$ cat config.mk
export PLATFORM = sky130hd
export DESIGN_NAME = nc_region_decoder
export DESIGN_NICKNAME = d
export VERILOG_FILES = /design/src/rtl/nc_dec_pkg.sv /design/src/rtl/nc_regfile.sv /design/src/rtl/nc_region_match.sv /design/src/rtl/nc_legacy_windows.sv /design/src/rtl/nc_region_decoder.sv
export SDC_FILE = /design/constraint.sdc
export NUM_CORES = 1
export LEC_CHECK = 0
export ABC_CLOCK_PERIOD_IN_PS = 3590
export CAP_MARGIN = 25
export CORE_MARGIN = 2
export CORE_UTILIZATION = 60
export CTS_CLUSTER_DIAMETER = 50
export DETAILED_ROUTE_END_ITERATION = 16
export PLACE_DENSITY = 0.81
export SYNTH_ARGS = -nofsm -noshare
export SYNTH_HDL_FRONTEND = slang
export SYNTH_HIERARCHICAL = 1
export SYNTH_SLANG_ARGS = --single-unit
$ cat constraint.sdc
create_clock -name clk -period 3.59 [get_ports clk]
set_input_delay 0.5385 -clock clk [delete_from_list [all_inputs] [get_ports clk]]
set_output_delay 0.5385 -clock clk [all_outputs]
set_load 0.005 [all_outputs]
$ cat src/rtl/nc_dec_pkg.sv
// Package: shared constants and the per-region configuration layout for the
// non-cacheable region decoder. Assumes 8-bit register addresses.
package nc_dec_pkg;
    localparam int unsigned PROBE_W          = 32;
    localparam int unsigned BYTES_PER_REGION = 3;
    localparam logic [7:0]  CTRL0_ADDR       = 8'hC0;
    localparam logic [7:0]  CTRL1_ADDR       = 8'hC1;
    localparam logic [3:0]  SIZE_NONE        = 4'd0;
    localparam logic [3:0]  SIZE_ALL         = 4'd15;
    localparam logic [4:0]  SIZE_SHIFT_BIAS  = 5'd11;

    // Field order matches the three bytes of a region, most significant first.
    typedef struct packed {
        logic [7:0] base_hi;
        logic [7:0] base_mid;
        logic [3:0] base_lo;
        logic [3:0] size_code;
    } region_cfg_t;
endpackage

$ cat src/rtl/nc_regfile.sv
// Module: byte-wide configuration storage with combinational readback.
// Assumes REGION_BASE + 3*NUM_REGIONS <= 256 and no overlap with the two
// control addresses. Undefined addresses read as zero and ignore writes.
module nc_regfile
    import nc_dec_pkg::*;
#(
    parameter int unsigned NUM_REGIONS = 4,
    parameter int unsigned REGION_BASE = 32'hC4
) (
    input  logic                                clk,
    input  logic                                rst_n,
    input  logic                                wr_en,
    input  logic [7:0]                          addr,
    input  logic [7:0]                          wdata,
    output logic [7:0]                          rdata,
    output logic [7:0]                          ctrl0_o,
    output logic                                ctrl1_o,
    output region_cfg_t [NUM_REGIONS-1:0]       cfg_o
);
    localparam int unsigned NUM_BYTES = NUM_REGIONS * BYTES_PER_REGION;

    logic [NUM_BYTES-1:0][7:0] bytes_q;
    logic [7:0]                ctrl0_q;
    logic                      ctrl1_q;
    logic [31:0]               addr_w;

    assign addr_w = {24'd0, addr};

    // Purpose: capture single-byte writes into the addressed register only.
    always_ff @(posedge clk) begin
        if (!rst_n) begin
            bytes_q <= '0;
            ctrl0_q <= '0;
            ctrl1_q <= 1'b0;
        end else if (wr_en) begin
            if (addr == CTRL0_ADDR) ctrl0_q <= wdata;
            if (addr == CTRL1_ADDR) ctrl1_q <= wdata[0];
            for (int j = 0; j < NUM_BYTES; j++) begin
                if (addr_w == 32'(REGION_BASE + j)) bytes_q[j] <= wdata;
            end
        end
    end

    // Purpose: return the byte at the current address, zero when undefined.
    always_comb begin
        rdata = 8'h00;
        if (addr == CTRL0_ADDR) rdata = ctrl0_q;
        if (addr == CTRL1_ADDR) rdata = {7'd0, ctrl1_q};
        for (int j = 0; j < NUM_BYTES; j++) begin
            if (addr_w == 32'(REGION_BASE + j)) rdata = bytes_q[j];
        end
    end

    for (genvar i = 0; i < NUM_REGIONS; i++) begin : g_cfg
        assign cfg_o[i] = {bytes_q[3*i], bytes_q[3*i+1], bytes_q[3*i+2]};
    end

    assign ctrl0_o = ctrl0_q;
    assign ctrl1_o = ctrl1_q;
endmodule

$ cat src/rtl/nc_region_match.sv
// Module: compares one probe address against one programmable region.
// Assumes size code 1..14 spans 2^(11+code) bytes; base bits under the
// region size are masked out, so a misaligned base still behaves sensibly.
module nc_region_match
    import nc_dec_pkg::*;
(
    input  region_cfg_t          cfg_i,
    input  logic [PROBE_W-1:0]   probe_i,
    output logic                 hit_o
);
    logic [PROBE_W-1:0] base;
    logic [PROBE_W-1:0] mask;
    logic [4:0]         shamt;

    // Purpose: build the compare mask from the size code and test the probe.
    always_comb begin
        base  = {cfg_i.base_hi, cfg_i.base_mid, cfg_i.base_lo, 12'h000};
        shamt = SIZE_SHIFT_BIAS + {1'b0, cfg_i.size_code};
        if (cfg_i.size_code == SIZE_ALL) mask = '0;
        else                             mask = {PROBE_W{1'b1}} << shamt;
        hit_o = (cfg_i.size_code != SIZE_NONE) && (((probe_i ^ base) & mask) == '0);
    end
endmodule

$ cat src/rtl/nc_legacy_windows.sv
// Module: the two fixed non-cacheable windows. Takes probe bits 31..16 only,
// since both windows are aligned to 64 KB.
module nc_legacy_windows (
    input  logic        en_low64k_i,
    input  logic        en_video_i,
    input  logic [15:0] probe_hi_i,
    output logic        hit_low64k_o,
    output logic        hit_video_o
);
    localparam logic [15:0] VIDEO_START = 16'h000A;
    localparam logic [15:0] VIDEO_END   = 16'h0010;

    // Purpose: decode the first-64K-of-each-megabyte and 640K..1M windows.
    always_comb begin
        hit_low64k_o = en_low64k_i && (probe_hi_i[3:0] == 4'h0);
        hit_video_o  = en_video_i && (probe_hi_i >= VIDEO_START) && (probe_hi_i < VIDEO_END);
    end
endmodule

$ cat src/rtl/nc_region_decoder.sv
// Module: top of the non-cacheable region decoder. Combines the register
// bank, one matcher per region and the fixed windows. HIT_REG=1 registers
// the hit, adding one cycle of latency; HIT_REG=0 leaves it combinational.
module nc_region_decoder
    import nc_dec_pkg::*;
#(
    parameter int unsigned NUM_REGIONS = 4,
    parameter int unsigned REGION_BASE = 32'hC4,
    parameter bit          HIT_REG     = 1'b0
) (
    input  logic               clk,
    input  logic               rst_n,
    input  logic               reg_wr_en,
    input  logic [7:0]         reg_addr,
    input  logic [7:0]         reg_wdata,
    output logic [7:0]         reg_rdata,
    input  logic [31:0]        probe_addr,
    output logic               nc_hit
);
    region_cfg_t [NUM_REGIONS-1:0] cfg;
    logic [NUM_REGIONS-1:0]        region_match;
    logic [NUM_REGIONS-1:0][3:0]   region_size;
    logic [7:0]                    ctrl0;
    logic                          ctrl1;
    logic                          hit_low64k;
    logic                          hit_video;
    logic                          hit_comb;

    nc_regfile #(
        .NUM_REGIONS (NUM_REGIONS),
        .REGION_BASE (REGION_BASE)
    ) u_regs (
        .clk     (clk),
        .rst_n   (rst_n),
        .wr_en   (reg_wr_en),
        .addr    (reg_addr),
        .wdata   (reg_wdata),
        .rdata   (reg_rdata),
        .ctrl0_o (ctrl0),
        .ctrl1_o (ctrl1),
        .cfg_o   (cfg)
    );

    for (genvar i = 0; i < NUM_REGIONS; i++) begin : g_region
        nc_region_match u_match (
            .cfg_i   (cfg[i]),
            .probe_i (probe_addr),
            .hit_o   (region_match[i])
        );
        assign region_size[i] = cfg[i].size_code;
    end

    nc_legacy_windows u_legacy (
        .en_low64k_i  (ctrl0[0]),
        .en_video_i   (ctrl0[1]),
        .probe_hi_i   (probe_addr[31:16]),
        .hit_low64k_o (hit_low64k),
        .hit_video_o  (hit_video)
    );

    assign hit_comb = (|region_match) | hit_low64k | hit_video;

    if (HIT_REG) begin : g_hit_reg
        logic hit_q;
        // Purpose: delay the hit by one cycle for timing-critical consumers.
        always_ff @(posedge clk) begin
            if (!rst_n) hit_q <= 1'b0;
            else        hit_q <= hit_comb;
        end
        assign nc_hit = hit_q;
    end else begin : g_hit_comb
        assign nc_hit = hit_comb;
    end

    // ctrl1 has no function in this block beyond storage and readback.
    logic unused_ctrl;
    assign unused_ctrl = ctrl1 ^ (^ctrl0[7:2]);
endmodule

==> results.yml <==
pwr:
  p_per_area_nw_per_um2: 277
  vdd_drop_max_mv: 0.395
  p_leak_nw: 3.45
grt:
  antenna_found_initial: 0
  grt_start_max_net_pins: 59
  grt.total_usage_pct: 40.0
  grt_pass1_vias: 8010
  overflow: 0
  grt_pass1_wl_um: 45600
worst_hold_path:
  worst_hold_path.num_cells: 2
  holdCritPathClass: "reg -> reg"
synthesis:
  yosys_warnings: 6
  synth_cell_types: 80
  syn_area_um2: 8400
  synth-seq-cells: 105
  synth_seq_area_share_pct: 25.0
  syn-mean-instance-area_um2: 7.86
  synthCells: 1068
  synth_fp_nets: 1135
  synth_ff_type: "dfxtp_1"
  synth-edff-count: 0
  synth-async-reset-ratio_pct: 0
floorplan:
  io_pins: 60
  core_area_um2: 13800
  rows: 43
  dieArea_um2: 15000
  initial_utilization_pct: 61.0
  dieWidth_um: 122
  fp.dieH_um: 122
timing:
  min_period_ns: 3.51
  final_hold_viol_count: 0
  fmax_mhz: 285
  report.final.slew_viol_count: 0
  fin_tns_setup_ns: 0
  post-route-period-util_pct: 97.9
  rsz0062_at_grt: "false"
  clock_skew_ns: 0
  setup_viol: 0
  worstMarginPinSlew_ns: 0.837
  holdWs_ns: 0.522
  max-slew-margin-rel_pct: 44.1
job:
  max-cap-violations: 0
critical_path:
  crit_buf_inv: 4
  path_class: "in -> out"
  cp.depth: 9
  critPathMaxFanout: 35
  cp_slowest_stage_delay_ns: 0.56
  path_cells: "clkdlybuf4s50_1 -> buf_12 -> and2_0 -> buf_4 -> a21oi_1 -> o22ai_1 -> o311ai_0 -> a31oi_1 -> clkdlybuf4s50_1"
  cp_common_cell: "clkdlybuf4s50_1"
  critPathCaptureType: "primary output"
  cpMaxStageDelayCell: "clkdlybuf4s50_1"
  crit_arrival_ns: 2.97
  worstRegToRegCells: 3
  critPathTopFamily: "buffers and inverters"
  cp-start-kind: "input pin"
  worstPathRequired_ns: 3.05
placement:
  gp_congestion: 1.01
  place_area_um2: 9340
  dp_hpwl_um: 22400
  portBuffers: 58
clock_network:
  clkSlewWorstSetupHoldPaths_ns: 0.06
  root_buffer: "clkbuf_16"
  worstSkewPairLatency_ns: 0.36
  cts_tree: "done"
  cts_buffer_depth: 2
  clock-sinks: 105
  numCtsBuffers: 9
  holdBufCountCts: 0
  htreeDepth: 3
  cts_setup_buffers: 0
layout:
  utilization_pct: 70.7
  fill_cells: 1144
  antennaDiodeCount: 0
  fin_nets: 1198
  finalInstanceArea_um2: 9740
  drive_above_1_share_pct: 11.9
  syn2layout_area_growth_pct: 16.0
run_status:
  outcome: "finished, final reports clean"
drt:
  detail_route.iter0.violations: 1674
  final_antenna_net_count: 0
  post_drt_via_cell_ratio: 6.75
  drt_wl_total_um: 30000
  firstDrtPassIters: 6
  vias: 8888
  avgRoutedWirePerCell_um: 22.8
  route.detailed.drc: 0
## flip-flops by register name (all words and copies together), names as in the netlist
name            cells
u_regs/cfg_o       96
u_regs/ctrl1_o      1
u_regs/ctrl0_o      8
## synth_stat cells, drive strengths merged, types with 2 or more instances
cell type | count | area [µm²]
nand2 | 111 | 419
dfxtp | 105 | 2100
o21ai | 90 | 454
nor2b | 70 | 438
a21boi | 61 | 458
mux2i | 60 | 601
nor2 | 60 | 292
a21oi | 57 | 285
xor2 | 50 | 438
clkbuf | 41 | 155
xnor2 | 35 | 307
buf | 32 | 234
o22ai | 28 | 200
inv | 27 | 101
nor3 | 25 | 130
nand3 | 19 | 113
ha | 16 | 200
mux2 | 13 | 146
nand2b | 13 | 81.3
a221oi | 12 | 105
a31oi | 10 | 62.6
a22oi | 9 | 67.6
nand4 | 9 | 56.3
a211oi | 8 | 60.1
nor4 | 8 | 71.3
or4 | 8 | 75.1
o21bai | 7 | 52.6
o311ai | 7 | 61.3
o31ai | 7 | 52.6
a32oi | 6 | 52.6
o221ai | 6 | 52.6
or3 | 6 | 37.5
a2111oi | 4 | 36.3
and2 | 4 | 25.0
and4 | 4 | 35.0
nor3b | 4 | 30.0
o2111ai | 4 | 35.0
o211ai | 4 | 30.0
o21a | 4 | 30.0
and3 | 3 | 18.8
a311oi | 2 | 23.8
a32o | 2 | 20.0
nand3b | 2 | 15.0
## cells in the final DEF, fill, tap and decap left out, drive strengths merged, types with 6 or more instances in the layout
cell / synthesis / layout
nand4: 9 / 9
ha: 16 / 16
clkdlybuf4s50: 0 / 54
nand3: 19 / 19
a32oi: 6 / 6
o31ai: 7 / 7
xor2: 50 / 50
o21bai: 7 / 7
nand2b: 13 / 13
inv: 27 / 29
o311ai: 7 / 7
a221oi: 12 / 12
or3: 6 / 6
xnor2: 35 / 35
o221ai: 6 / 6
a211oi: 8 / 8
a21boi: 61 / 61
o21ai: 90 / 90
buf: 32 / 69
clkbuf: 41 / 10
o22ai: 28 / 28
mux2: 13 / 13
nor2b: 70 / 70
dfxtp: 105 / 105
nor2: 60 / 60
nor4: 8 / 8
nor3: 25 / 25
a22oi: 9 / 9
a31oi: 10 / 10
nand2: 111 / 111
mux2i: 60 / 60
a21oi: 57 / 57
or4: 8 / 8
## report_power, final
group | total (mW) | switching (mW) | internal (mW)
logic | 0.390 | 0.223 | 0.167
clock network | 1.14 | 0.453 | 0.686
registers | 1.17 | 0.00218 | 1.17
total | 2.70 | 0.678 | 2.02
## logic make-up (layout without fill, tap and decap cells)
group | count (synthesis) | count (layout) | synth area share (%)
buffers and inverters | 100 | 168 | 5.84
DFF | 105 | 105 | 25.0
adders and majority gates | 16 | 16 | 2.38
and+or+nand+nor | 352 | 352 | 22.5
AOI/OAI and AO/OA | 337 | 337 | 26.4
muxes | 73 | 73 | 8.90
xor gates and xnor gates | 85 | 85 | 8.87
## worst min-delay path: stages (launching register included)
cell	delay [ns]
dfxtp_1	0.35
nand2_1	0.06
a21boi_0	0.06
## repair_timing
action                                  CTS  global route
endpoints found under the setup margin    1             2
gates resized for setup                   5             8
pin swaps                                 1             3
## area by class of cell
class | instances | area (µm²) | share of cell area [%]
clock buffer | 10 | 229 | 2.35
clock inverter | 6 | 113 | 1.16
inverter | 27 | 101 | 1.04
multi-input combinational | 863 | 5850 | 60.1
sequential | 105 | 2100 | 21.6
tap | 180 | 225 | 2.31
timing repair buffer | 125 | 1120 | 11.5
## per-stage QoR
stage / total power, mW / worst slack (ns) / cells
floorplan: 1.39 / 0.766 / 1068
global placement: 1.57 / 0.0362 / 1300
detailed placement: 1.57 / -0.0440 / 1300
CTS: 2.68 / 0.000707 / 1316
global route: 2.76 / 0.00714 / 1316
finish: 2.70 / 0.0772 / 1316
## worst paths after layout
kind                                       start                to  slack, ns
worst min register to register  u_regs/cfg_o[70]  u_regs/cfg_o[70]       0.52
worst min-delay path            u_regs/cfg_o[70]  u_regs/cfg_o[70]       0.52
worst max register to register   u_regs/cfg_o[3]   u_regs/cfg_o[3]       2.43
worst max-delay path                 reg_addr[2]      reg_rdata[4]       0.08
## layer usage
| layer | share of wire [%] | global-route usage [%] | wire (µm) |
|---|---|---|---|
| met2 | 43 | 61.0 | 13000 |
| met3 | 12 | 8.92 | 3740 |
| met1 | 40 | 55.7 | 12000 |
| met5 | 0 | 0 | 0 |
| met4 | 4.1 | 13.6 | 1210 |
Power figures use the tool's default switching activity.
